`config.mk`:
```
export PLATFORM = sky130hd
export DESIGN_NAME = irq_trigger_latch
export DESIGN_NICKNAME = d
export VERILOG_FILES = /design/src/rtl/irql_pkg.sv /design/src/rtl/irql_line.sv /design/src/rtl/irql_group.sv /design/src/rtl/irql_ack_decode.sv /design/src/rtl/irql_elc_regs.sv /design/src/rtl/irq_trigger_latch.sv
export SDC_FILE = /design/constraint.sdc
export NUM_CORES = 1
export LEC_CHECK = 0
export ABC_AREA = 1
export BUFFER_PORTS_ARGS = -buffer_cell sky130_fd_sc_hd__clkbuf_2
export CAP_MARGIN = 20
export CORE_MARGIN = 8
export CORE_UTILIZATION = 45
export CTS_CLUSTER_SIZE = 28
export DETAILED_ROUTE_END_ITERATION = 7
export GPL_ROUTABILITY_DRIVEN = 0
export PLACE_DENSITY_LB_ADDON = 0.25
export SYNTH_ARGS = -nofsm -noshare
export SYNTH_HDL_FRONTEND = slang
export SYNTH_HIERARCHICAL = 1
export SYNTH_SLANG_ARGS = --single-unit
```
`constraint.sdc`:
```
create_clock -name clk -period 0.9 [get_ports clk]
set_input_delay 0.18 -clock clk [delete_from_list [all_inputs] [get_ports clk]]
set_output_delay 0.18 -clock clk [all_outputs]
set_load 0.05 [all_outputs]
```
`src/rtl/irql_pkg.sv`:
```
package irql_pkg;
  localparam int unsigned LINES_PER_GRP = 8;
  localparam int unsigned NUM_GRP       = 2;
  localparam int unsigned NUM_LINES     = LINES_PER_GRP * NUM_GRP;
  localparam int unsigned LINE_W        = $clog2(LINES_PER_GRP);
  localparam int unsigned GRP_W         = (NUM_GRP > 1) ? $clog2(NUM_GRP) : 1;
  localparam int unsigned PIN_W         = $clog2(NUM_LINES);

  typedef logic [LINES_PER_GRP-1:0] grp_vec_t;
  typedef logic [NUM_LINES-1:0]     line_vec_t;

  // default write masks: group 0 keeps lines 0..2 edge, group 1 keeps 8 and 13 edge
  localparam line_vec_t DEFAULT_WR_MASK = 16'hDEF8;
endpackage

```
`src/rtl/irql_line.sv`:
```
module irql_line (
  input  logic clk,
  input  logic rst_n,
  input  logic in_i,
  input  logic ready_i,
  input  logic level_i,
  input  logic ack_i,
  output logic req_o
);
  logic prev_q;
  logic req_q;
  logic rise, fall, set_req, clr_req;

  always_comb begin
    rise    = ready_i & in_i & ~prev_q;
    fall    = ready_i & ~in_i & prev_q;
    set_req = rise | (ready_i & level_i & in_i);
    clr_req = (fall & level_i) | (ack_i & ~in_i);
  end

  always_ff @(posedge clk or negedge rst_n) begin
    if (!rst_n) begin
      prev_q <= 1'b0;
      req_q  <= 1'b0;
    end else begin
      prev_q <= in_i;
      if (set_req)      req_q <= 1'b1;
      else if (clr_req) req_q <= 1'b0;
    end
  end

  assign req_o = req_q;

  p_rise_sets_r1: assert property (@(posedge clk) disable iff (!rst_n)
    (ready_i && in_i && !prev_q) |=> req_q);
  p_level_holds_r2: assert property (@(posedge clk) disable iff (!rst_n)
    (ready_i && level_i && in_i) |=> req_q);
  p_edge_keeps_r3: assert property (@(posedge clk) disable iff (!rst_n)
    (!level_i && req_q && !ack_i) |=> req_q);
  p_ack_clears_r4: assert property (@(posedge clk) disable iff (!rst_n)
    (ack_i && !in_i) |=> !req_q);
  p_idle_hold_r9: assert property (@(posedge clk) disable iff (!rst_n)
    (!ready_i && !ack_i) |=> $stable(req_q));
endmodule

```
`src/rtl/irql_group.sv`:
```
module irql_group
  import irql_pkg::*;
(
  input  logic     clk,
  input  logic     rst_n,
  input  grp_vec_t in_i,
  input  logic     ready_i,
  input  grp_vec_t level_i,
  input  grp_vec_t ack_i,
  output grp_vec_t req_o
);
  for (genvar i = 0; i < LINES_PER_GRP; i++) begin : g_line
    irql_line u_line (
      .clk    (clk),
      .rst_n  (rst_n),
      .in_i   (in_i[i]),
      .ready_i(ready_i),
      .level_i(level_i[i]),
      .ack_i  (ack_i[i]),
      .req_o  (req_o[i])
    );
  end
endmodule

```
`src/rtl/irql_ack_decode.sv`:
```
module irql_ack_decode
  import irql_pkg::*;
(
  input  logic             clk,
  input  logic             rst_n,
  input  logic             ack_valid,
  input  logic [PIN_W-1:0] ack_pin,
  output line_vec_t        ack_o
);
  for (genvar i = 0; i < NUM_LINES; i++) begin : g_dec
    assign ack_o[i] = ack_valid && (ack_pin == PIN_W'(i));
  end

  p_ack_onehot_r4: assert property (@(posedge clk) disable iff (!rst_n)
    $onehot0(ack_o));
  p_ack_present_r4: assert property (@(posedge clk) disable iff (!rst_n)
    ack_valid |-> ($countones(ack_o) == 1));
endmodule

```
`src/rtl/irql_elc_regs.sv`:
```
module irql_elc_regs
  import irql_pkg::*;
#(
  parameter line_vec_t WR_MASK = DEFAULT_WR_MASK
) (
  input  logic             clk,
  input  logic             rst_n,
  input  logic             wr_en,
  input  logic [GRP_W-1:0] wr_grp,
  input  grp_vec_t         wr_data,
  input  logic [GRP_W-1:0] rd_grp,
  output grp_vec_t         rd_data,
  output line_vec_t        level_o
);
  logic [NUM_GRP-1:0][LINES_PER_GRP-1:0] sel_q;

  for (genvar g = 0; g < NUM_GRP; g++) begin : g_reg
    localparam grp_vec_t GMASK = WR_MASK[g*LINES_PER_GRP +: LINES_PER_GRP];
    always_ff @(posedge clk or negedge rst_n) begin
      if (!rst_n)
        sel_q[g] <= '0;
      else if (wr_en && (wr_grp == GRP_W'(g)))
        sel_q[g] <= wr_data & GMASK;
    end
    assign level_o[g*LINES_PER_GRP +: LINES_PER_GRP] = sel_q[g];
  end

  assign rd_data = sel_q[rd_grp];

  p_locked_edge_r5_r6: assert property (@(posedge clk) disable iff (!rst_n)
    (level_o & ~WR_MASK) == '0);
  p_cfg_hold_r7: assert property (@(posedge clk) disable iff (!rst_n)
    !wr_en |=> $stable(sel_q));
endmodule

```
`src/rtl/irq_trigger_latch.sv`:
```
module irq_trigger_latch
  import irql_pkg::*;
#(
  parameter line_vec_t WR_MASK = DEFAULT_WR_MASK
) (
  input  logic               clk,
  input  logic               rst_n,
  input  logic [15:0]        irq_in,
  input  logic [1:0]         grp_ready,
  input  logic               cfg_wr_en,
  input  logic [0:0]         cfg_wr_grp,
  input  logic [7:0]         cfg_wr_data,
  input  logic [0:0]         cfg_rd_grp,
  output logic [7:0]         cfg_rd_data,
  input  logic               ack_valid,
  input  logic [3:0]         ack_pin,
  output logic [15:0]        req_out
);
  line_vec_t level_w;
  line_vec_t ack_w;

  irql_elc_regs #(.WR_MASK(WR_MASK)) u_regs (
    .clk    (clk),
    .rst_n  (rst_n),
    .wr_en  (cfg_wr_en),
    .wr_grp (cfg_wr_grp),
    .wr_data(cfg_wr_data),
    .rd_grp (cfg_rd_grp),
    .rd_data(cfg_rd_data),
    .level_o(level_w)
  );

  irql_ack_decode u_ack (
    .clk      (clk),
    .rst_n    (rst_n),
    .ack_valid(ack_valid),
    .ack_pin  (ack_pin),
    .ack_o    (ack_w)
  );

  for (genvar g = 0; g < NUM_GRP; g++) begin : g_grp
    irql_group u_grp (
      .clk    (clk),
      .rst_n  (rst_n),
      .in_i   (irq_in[g*LINES_PER_GRP +: LINES_PER_GRP]),
      .ready_i(grp_ready[g]),
      .level_i(level_w[g*LINES_PER_GRP +: LINES_PER_GRP]),
      .ack_i  (ack_w[g*LINES_PER_GRP +: LINES_PER_GRP]),
      .req_o  (req_out[g*LINES_PER_GRP +: LINES_PER_GRP])
    );
  end

  p_reset_clear_r10: assert property (@(posedge clk)
    $rose(rst_n) |-> (req_out == '0));
endmodule

```
==> summary.txt, run 1 <==
Die X -> 84.5 um
Fillers -> 372
Async set-reset flop share out of synthesis -> 100%
Fin util -> 69.4%
Max VDD drop -> 1.01 mV
Antenna Nets Post-Route -> 0
Residual DRC -> 0
Register area -> 0.00110 mm^2
Crit path max fanout -> 2
Crit-path max cell delay -> 0.40 ns
Total number of vias -> 2017
Top cells by area, synth -> dfrtp_1, nand2_1, inv_1
Synth-to-layout area growth -> 52.1%
HP Start -> irq_in[1]
Area of the multi-input gates -> 903 um^2
FMAX -> 0.824 GHz
EDFF count, synth -> 0
Slowest stage cell on the critical path -> dfrtp_1
Met3 usage -> 4.68%
CTS H-tree depth -> 2
Leading area contributor after synthesis -> dfrtp_1
Diode count -> 0
Initial antenna violation count -> 0
Sequential cell fraction of total power -> 42.5%
CTS clk-pin slew, worst paths -> 0.08 ns
Placeable Area -> 0.00463 mm^2
Total CTS buffers -> 5
I/O Buffers -> 57
Yosys cell types -> 11
PnR worst setup slack -> -0.314 ns
First-pass iteration count of the detailed router -> 4
Sequential share of the synthesized area -> 50.9%
Reg-to-reg slack, setup -> -0.13 ns
Row count -> 25
Type of the worst setup path -> reg2out
CP Cell Sequence -> inv_2 -> o21ai_4 -> buf_12
Critical path's top delay family -> flip-flops
Total global routing overflow -> 0
Clock Skews -> 0.00792 ns
Ys Warns -> 6
Die area -> 0.00715 mm^2
Setup crit end kind -> primary output
Failing checks -> negative setup slack
Drt initial violations -> 48
Final Max Tran Viols -> 0
Hold depth -> 1
Syn Inst Count -> 299
Worst R2R Start -> u_regs/level_o[4]
Wire per inst -> 11.6 um
Share of Yosys cell area claimed by the top area cell type -> 50.9%
Fin. Hold Viols -> 0
Hold EP -> g_grp[0].u_grp/g_line[1].u_line/prev_q
Arrival @ worst endpoint -> 1.03 ns
Clock Path Buffers -> 2
Cell Area, Synth -> 0.00211 mm^2
Clock network power share -> 25.3%
Power Total -> 0.00526 W
Dpl ws -> -0.0819 ns
Yosys reg bits -> 43
Post-DR vias/cell -> 4.50
Root buf cell -> clkbuf_8
RSZ-0062 raised after global routing -> yes
Worst reg2reg path depth -> 8
Gr usage total -> 15.1%
Vias in the first global route -> 2016
CP startpoint kind -> register
R2R Path End -> g_grp[0].u_grp/g_line[4].u_line/req_o
Cell internal pwr -> 0.00357 W
Leak pwr -> 1.76 nW
Starting Density -> 45.6%
Die Y -> 84.5 um
Max-cap check violation count -> 0
DP Area -> 0.00273 mm^2
Top cells by count, synth -> nand2_1, dfrtp_1, inv_1
Met1 Use GR -> 17.7%
PwrDens -> 1640 mW/mm^2
Worst Path Buf+Inv -> 2
Period utilization -> 135%
HPWL Detailed -> 3.88 mm
Most frequent cell after synthesis -> nand2_1
Dominant synthesized flop cell -> dfrtp_1
GR peak layer -> met2
Final instance area -> 0.00321 mm^2
Min-Delay Path Class -> in2reg
Min Tclk post-route -> 1.21 ns
Met2 GRT Util -> 25.7%
Final setup viols -> 31
Comb pwr share -> 32.3%
Share of cells above drive strength 1 -> 34.8%
Wirelength, routed -> 5.20 mm
Outcome -> finished, violations left
Worst-Skew Late Latency -> 0.29 ns
Nets -> 429
Num ports -> 60
TritonCTS clock tree -> built
Clk sinks -> 43
First-pass GRT wire length -> 8.67 mm
Critical Path RT -> 0.72 ns
Largest net degree at the start of global routing -> 44
Switch Pwr -> 0.00169 W
Syn Area/Cell -> 7.07 um^2
Sw Ratio -> 32.2%
cells by family after synthesis:
group	after synthesis	synth area share (%)
simple gates	198	37.2
flops	43	50.9
other cells	1	0.177
compound gates	4	0.947
buf+inv	53	10.8
repair_timing:
item | 4_1_cts | 5_1_grt
hold endpoints to repair | 46 | 5
resized for setup | 47 | 35
endpoints found under the setup margin | 29 | 34
setup buffers | 5 | 6
pin swaps | 4 | 7
hold buffers | 4 | 5
routing by layer:
layer / share of wire [%] / vias to the layer above / wire [um]
met5: 0 / - / 0
met4: 1.0 / 0 / 52
met3: 4.7 / 5 / 243
met2: 47 / 41 / 2460
met1: 47 / 902 / 2440
li1: - / 1069 / -
sequential cells by signal, summed over array words and instances, names as in the netlist:
name                              cells
g_grp.u_grp/g_line.u_line/prev_q     16
g_grp.u_grp/g_line.u_line/req_o      16
u_regs/level_o                       11
layout make-up:
class	count	share of cell area, %
multi-input cells	208	28.1
flip-flops and latches	43	34.1
inverters	44	5.14
well taps	54	2.10
clock buffers	8	3.11
repair buffers	91	27.4
worst register-to-register path: cells and delay by family (launching register included):
| kind | cells | cell delay, ns |
|---|---|---|
| buffers and inverters | 3 | 0.28 |
| DFF | 1 | 0.42 |
| and+or+nand+nor | 5 | 0.25 |
metrics by stage:
| stage | hold slack (ns) | instances | setup TNS, ns |
|---|---|---|---|
| global placement | 0.180 | 422 | -0.617 |
| global route | 0.00329 | 448 | -6.10 |
| floorplan | -0.116 | 304 | -0.298 |
| detailed placement | 0.181 | 422 | -0.809 |
| CTS | 0.000434 | 439 | -4.85 |
| finish | 0.0124 | 448 | -4.52 |
layout by cell type, fill, tap and decap left out:
cell           synthesis  layout
clkbuf_2               0      34
inv_2                  1      17
inv_1                 43      27
buf_4                  7      13
nand2_2                1      10
conb_1                 1       6
nand3_1               32      32
buf_6                  0      11
dfrtp_2                0      16
dfrtp_1               43      27
buf_12                 0       8
o21ai_4                0       4
nor2_4                 0       1
nor2_1                33      32
dlygate4sd3_1          0       9
buf_8                  0      16
clkbuf_1               0       1
clkbuf_8               0       7
nand2_1              132     123
worst max-delay path by stage:
stage               slack, ns              start             end  depth (start not counted)
floorplan               -0.09         cfg_rd_grp  cfg_rd_data[1]                          3
global placement        -0.07         cfg_rd_grp  cfg_rd_data[3]                          4
detailed placement      -0.08         cfg_rd_grp  cfg_rd_data[3]                          4
CTS                     -0.32  u_regs/level_o[3]  cfg_rd_data[3]                          3
global route            -0.36  u_regs/level_o[4]  cfg_rd_data[4]                          3
finish                  -0.31  u_regs/level_o[4]  cfg_rd_data[4]                          3
power groups by stage:
stage	registers (W)	logic, W	clock network [W]
final	0.00224	0.00170	0.00133
after global routing	0.00225	0.00185	0.00145
after CTS	0.00221	0.00158	0.00138
after global placement	0.00224	0.00136	0
after floorplan	0.00247	0.000602	0
after detailed placement	0.00225	0.00138	0
No activity file was read; power rests on OpenSTA's default activity.
==> run 2, diff against run 1 <==
--- a/config.mk
+++ b/config.mk
@@ -5,9 +5,8 @@
 export SDC_FILE = /design/constraint.sdc
 export NUM_CORES = 1
 export LEC_CHECK = 0
-export ABC_AREA = 1
 export BUFFER_PORTS_ARGS = -buffer_cell sky130_fd_sc_hd__clkbuf_2
-export CAP_MARGIN = 20
+export CAP_MARGIN = 10
 export CORE_MARGIN = 8
 export CORE_UTILIZATION = 45
 export CTS_CLUSTER_SIZE = 28
==> run 2 against run 1 <==
Combinational power grew 79%. Critical endpoint is now cfg_rd_data[6]. Register-to-register slack improved by 0.02 ns. The flow still finishes with violations (negative setup slack). Fmax is 8.0% lower. Clock power rose by 19%. Hold slack improved by 0.011 ns. Critical path depth shrank 1. Synthesized cell count down 42%.
==> summary.txt, run 2 <==
Power Total -> 0.00708 W (+35%)
DR WL met2 -> 3.23 mm (+31%)
Largest family of logic cells by synthesized area -> simple AND/OR/NAND/NOR gates
Outcome -> finished, violations left
Placeable Area -> 0.00432 mm^2 (-6.6%)
Clock Skews -> 0.00577 ns (-0.00214 ns)
Final cell count without fillers -> 328 (-27%)
Total global routing overflow -> 0 (unchanged)
Final setup viols -> 45 (+45%)
Cell Area, Synth -> 0.00202 mm^2 (-4.5%)
CP startpoint kind -> register
First-pass GRT wire length -> 9.32 mm (+7.5%)
Slowest stage cell on the critical path -> dfrtp_1
Root buf cell -> clkbuf_8
Residual DRC -> 0 (unchanged)
Worst Setup EP -> cfg_rd_data[6]
Max VDD drop -> 1.52 mV (+50%)
Compound-Gate Fraction of Synth Area -> 15.9% (+15 points)
Wire per inst -> 19.2 um (+66%)
RSZ-0062 raised after global routing -> yes
Setup crit end kind -> primary output
Num ports -> 60 (unchanged)
Commonest non-fill, non-tap cell in the layout -> clkbuf_2
Min Tclk post-route -> 1.32 ns (+0.106 ns)
Largest net degree at the start of global routing -> 44 (unchanged)
Ys Warns -> 6 (unchanged)
Simple-gate share of the synthesized area -> 18.9% (-18 points)
Top cells by area, synth -> dfrtp_1, a21oi_2, nand3b_1
Syn Area/Cell -> 11.7 um^2 (+65%)
DP Cell Count -> 297 (-30%)
Share of cells above drive strength 1 -> 68.1% (+33 points)
CP Cell Sequence -> mux2_4 -> buf_8
Post-synthesis xor/xnor area fraction -> 0% (unchanged)
Die X -> 83.0 um (-1.8%)
Vias in the first global route -> 1875 (-7.0%)
Critical path's top delay family -> flip-flops
Die area -> 0.00688 mm^2 (-3.7%)
Clock Path Buffers -> 2 (unchanged)
Dominant synthesized flop cell -> dfrtp_1
First-pass iteration count of the detailed router -> 4 (unchanged)
Crit. path cell count -> 2 (-1)
Critical Path Source -> u_regs/level_o[6]
Antenna Nets Post-Route -> 0 (unchanged)
Syn Inst Count -> 173 (-42%)
Mux cell area share after synthesis -> 9.49% (+9.5 points)
Worst Path Buf+Inv -> 1 (-1)
Final Max Tran Viols -> 0 (unchanged)
Dpl ws -> -0.285 ns (-0.203 ns)
TritonCTS clock tree -> built
Uppermost layer routed -> met4
PwrDens -> 2100 mW/mm^2 (+29%)
Yosys reg bits -> 43 (unchanged)
Diode count -> 0 (unchanged)
Routed length on met3 -> 385 um (+58%)
Worst R2R Start -> g_grp[1].u_grp/g_line[1].u_line/req_o
Yosys cell types -> 20 (+9)
Critical Path RT -> 0.72 ns (about the same)
CTS clk-pin slew, worst paths -> 0.08 ns (about the same)
R2R Path End -> g_grp[1].u_grp/g_line[1].u_line/req_o
PnR worst setup slack -> -0.419 ns (-0.106 ns)
Die Y -> 83.0 um (-1.8%)
I/O Buffers -> 57 (unchanged)
FMAX -> 0.758 GHz (-8.0%)
Type of the worst setup path -> reg2out
Share of Yosys cell area claimed by the top area cell type -> 53.3% (+2.4 points)
Period utilization -> 147% (+12 points)
Arrival @ worst endpoint -> 1.14 ns (+0.11 ns)
Gr usage total -> 16.1% (+0.99 points)
Leading area contributor after synthesis -> dfrtp_1
Crit path max fanout -> 2 (unchanged)
EDFF count, synth -> 0 (unchanged)
Clk sinks -> 43 (unchanged)
Failing checks -> negative setup slack
Most frequent cells in the layout -> clkbuf_2, dfrtp_1, buf_6
Fin. Hold Viols -> 0 (unchanged)
Synth-to-layout area growth -> 66.8%
Worst-Skew Late Latency -> 0.30 ns (about the same)
Crit-path max cell delay -> 0.40 ns (about the same)
Worst reg2reg path depth -> 4 (-4)
Starting Density -> 46.7% (+1.0 points)
Min-Delay Path Class -> in2reg
Sequential share of the synthesized area -> 53.3% (+2.4 points)
DP Area -> 0.00256 mm^2 (-6.3%)
Initial antenna violation count -> 0 (unchanged)
Met1 WL -> 2.60 mm (+6.7%)
Adder-cell share of the synthesized area -> 0% (unchanged)
Leak pwr -> 1.54 nW (-12%)
CTS H-tree depth -> 2 (unchanged)
Reg-to-reg slack, setup -> -0.11 ns (+0.02 ns)
Total CTS buffers -> 5 (unchanged)
HPWL Detailed -> 3.64 mm (-6.1%)
Final instance area -> 0.00337 mm^2 (+4.7%)
Sum Neg Setup Slack -> -6.29 ns (-1.77 ns)
Most frequent cell after synthesis -> dfrtp_1
Total number of vias -> 1781 (-12%)
Row count -> 24 (-4.0%)
Max-cap check violation count -> 0 (unchanged)
Async set-reset flop share out of synthesis -> 100% (unchanged)
Post-DR vias/cell -> 5.43 (+21%)
Wirelength, routed -> 6.30 mm (+21%)
Drt initial violations -> 64 (+33%)
Top cells by count, synth -> dfrtp_1, nand3b_1, nor2b_1
Nets -> 311 (-28%)
## run 2: per-stage QoR
step	utilization [%]	hold WS, ns
2_1_floorplan	-	-0.116
3_3_place_gp	59.2	0.185
3_5_place_dp	59.2	0.177
4_1_cts	70.2	0.00710
5_1_grt	77.8	0.0100
6_report	77.8	0.0238
## run 2: layer usage
| layer | track usage, % | vias to the layer above |
|---|---|---|
| met1 | 19.6 | 885 |
| met2 | 26.2 | 62 |
| li1 | - | 826 |
| met5 | 0 | - |
| met4 | 3.99 | 0 |
| met3 | 6.05 | 8 |
## run 2: cells by family (layout without fill, tap and decap cells)
logic type,count (synthesis),after routing
AOI/OAI and AO/OA,48,48
muxes,15,15
and+or+nand+nor,60,60
buffers and inverters,6,104
DFF,43,43
other,1,6
## run 2: power breakdown
| group | total, W | internal [W] | switching, W |
|---|---|---|---|
| Combinational | 0.00305 | 0.00157 | 0.00148 |
| Sequential | 0.00245 | 0.00220 | 0.000246 |
| Clock | 0.00158 | 0.000899 | 0.000683 |
| Total | 0.00708 | 0.00467 | 0.00241 |
## run 2: what timing repair did
action / CTS / global route
setup buffers: 15 / 11
hold buffers: 1 / 0
pin swaps: 4 / 19
hold endpoints to repair: 43 / 0
resized for setup: 61 / 80
endpoints found under the setup margin: 32 / 49
## run 2: final cells by class
class / instances / area, um^2
Sequential cell: 43 / 1100
Fill cell: 281 / 958
Multi-Input combinational cell: 129 / 1150
Tap cell: 52 / 65.1
Timing Repair Buffer: 96 / 938
Clock buffer: 6 / 82.6
Clock inverter: 2 / 35.0
## run 2: how the worst min path moves through the flow
stage | from | cells past startpoint | slack (ns) | end
detailed placement | rst_n | 2 | 0.18 | g_grp[1].u_grp/g_line[5].u_line/prev_q
global placement | rst_n | 2 | 0.18 | g_grp[1].u_grp/g_line[5].u_line/req_o
floorplan | rst_n | 0 | -0.12 | g_grp[0].u_grp/g_line[0].u_line/prev_q
global route | irq_in[2] | 1 | 0.01 | g_grp[0].u_grp/g_line[2].u_line/prev_q
finish | irq_in[2] | 1 | 0.02 | g_grp[0].u_grp/g_line[2].u_line/prev_q
CTS | irq_in[2] | 1 | 0.007 | g_grp[0].u_grp/g_line[2].u_line/prev_q
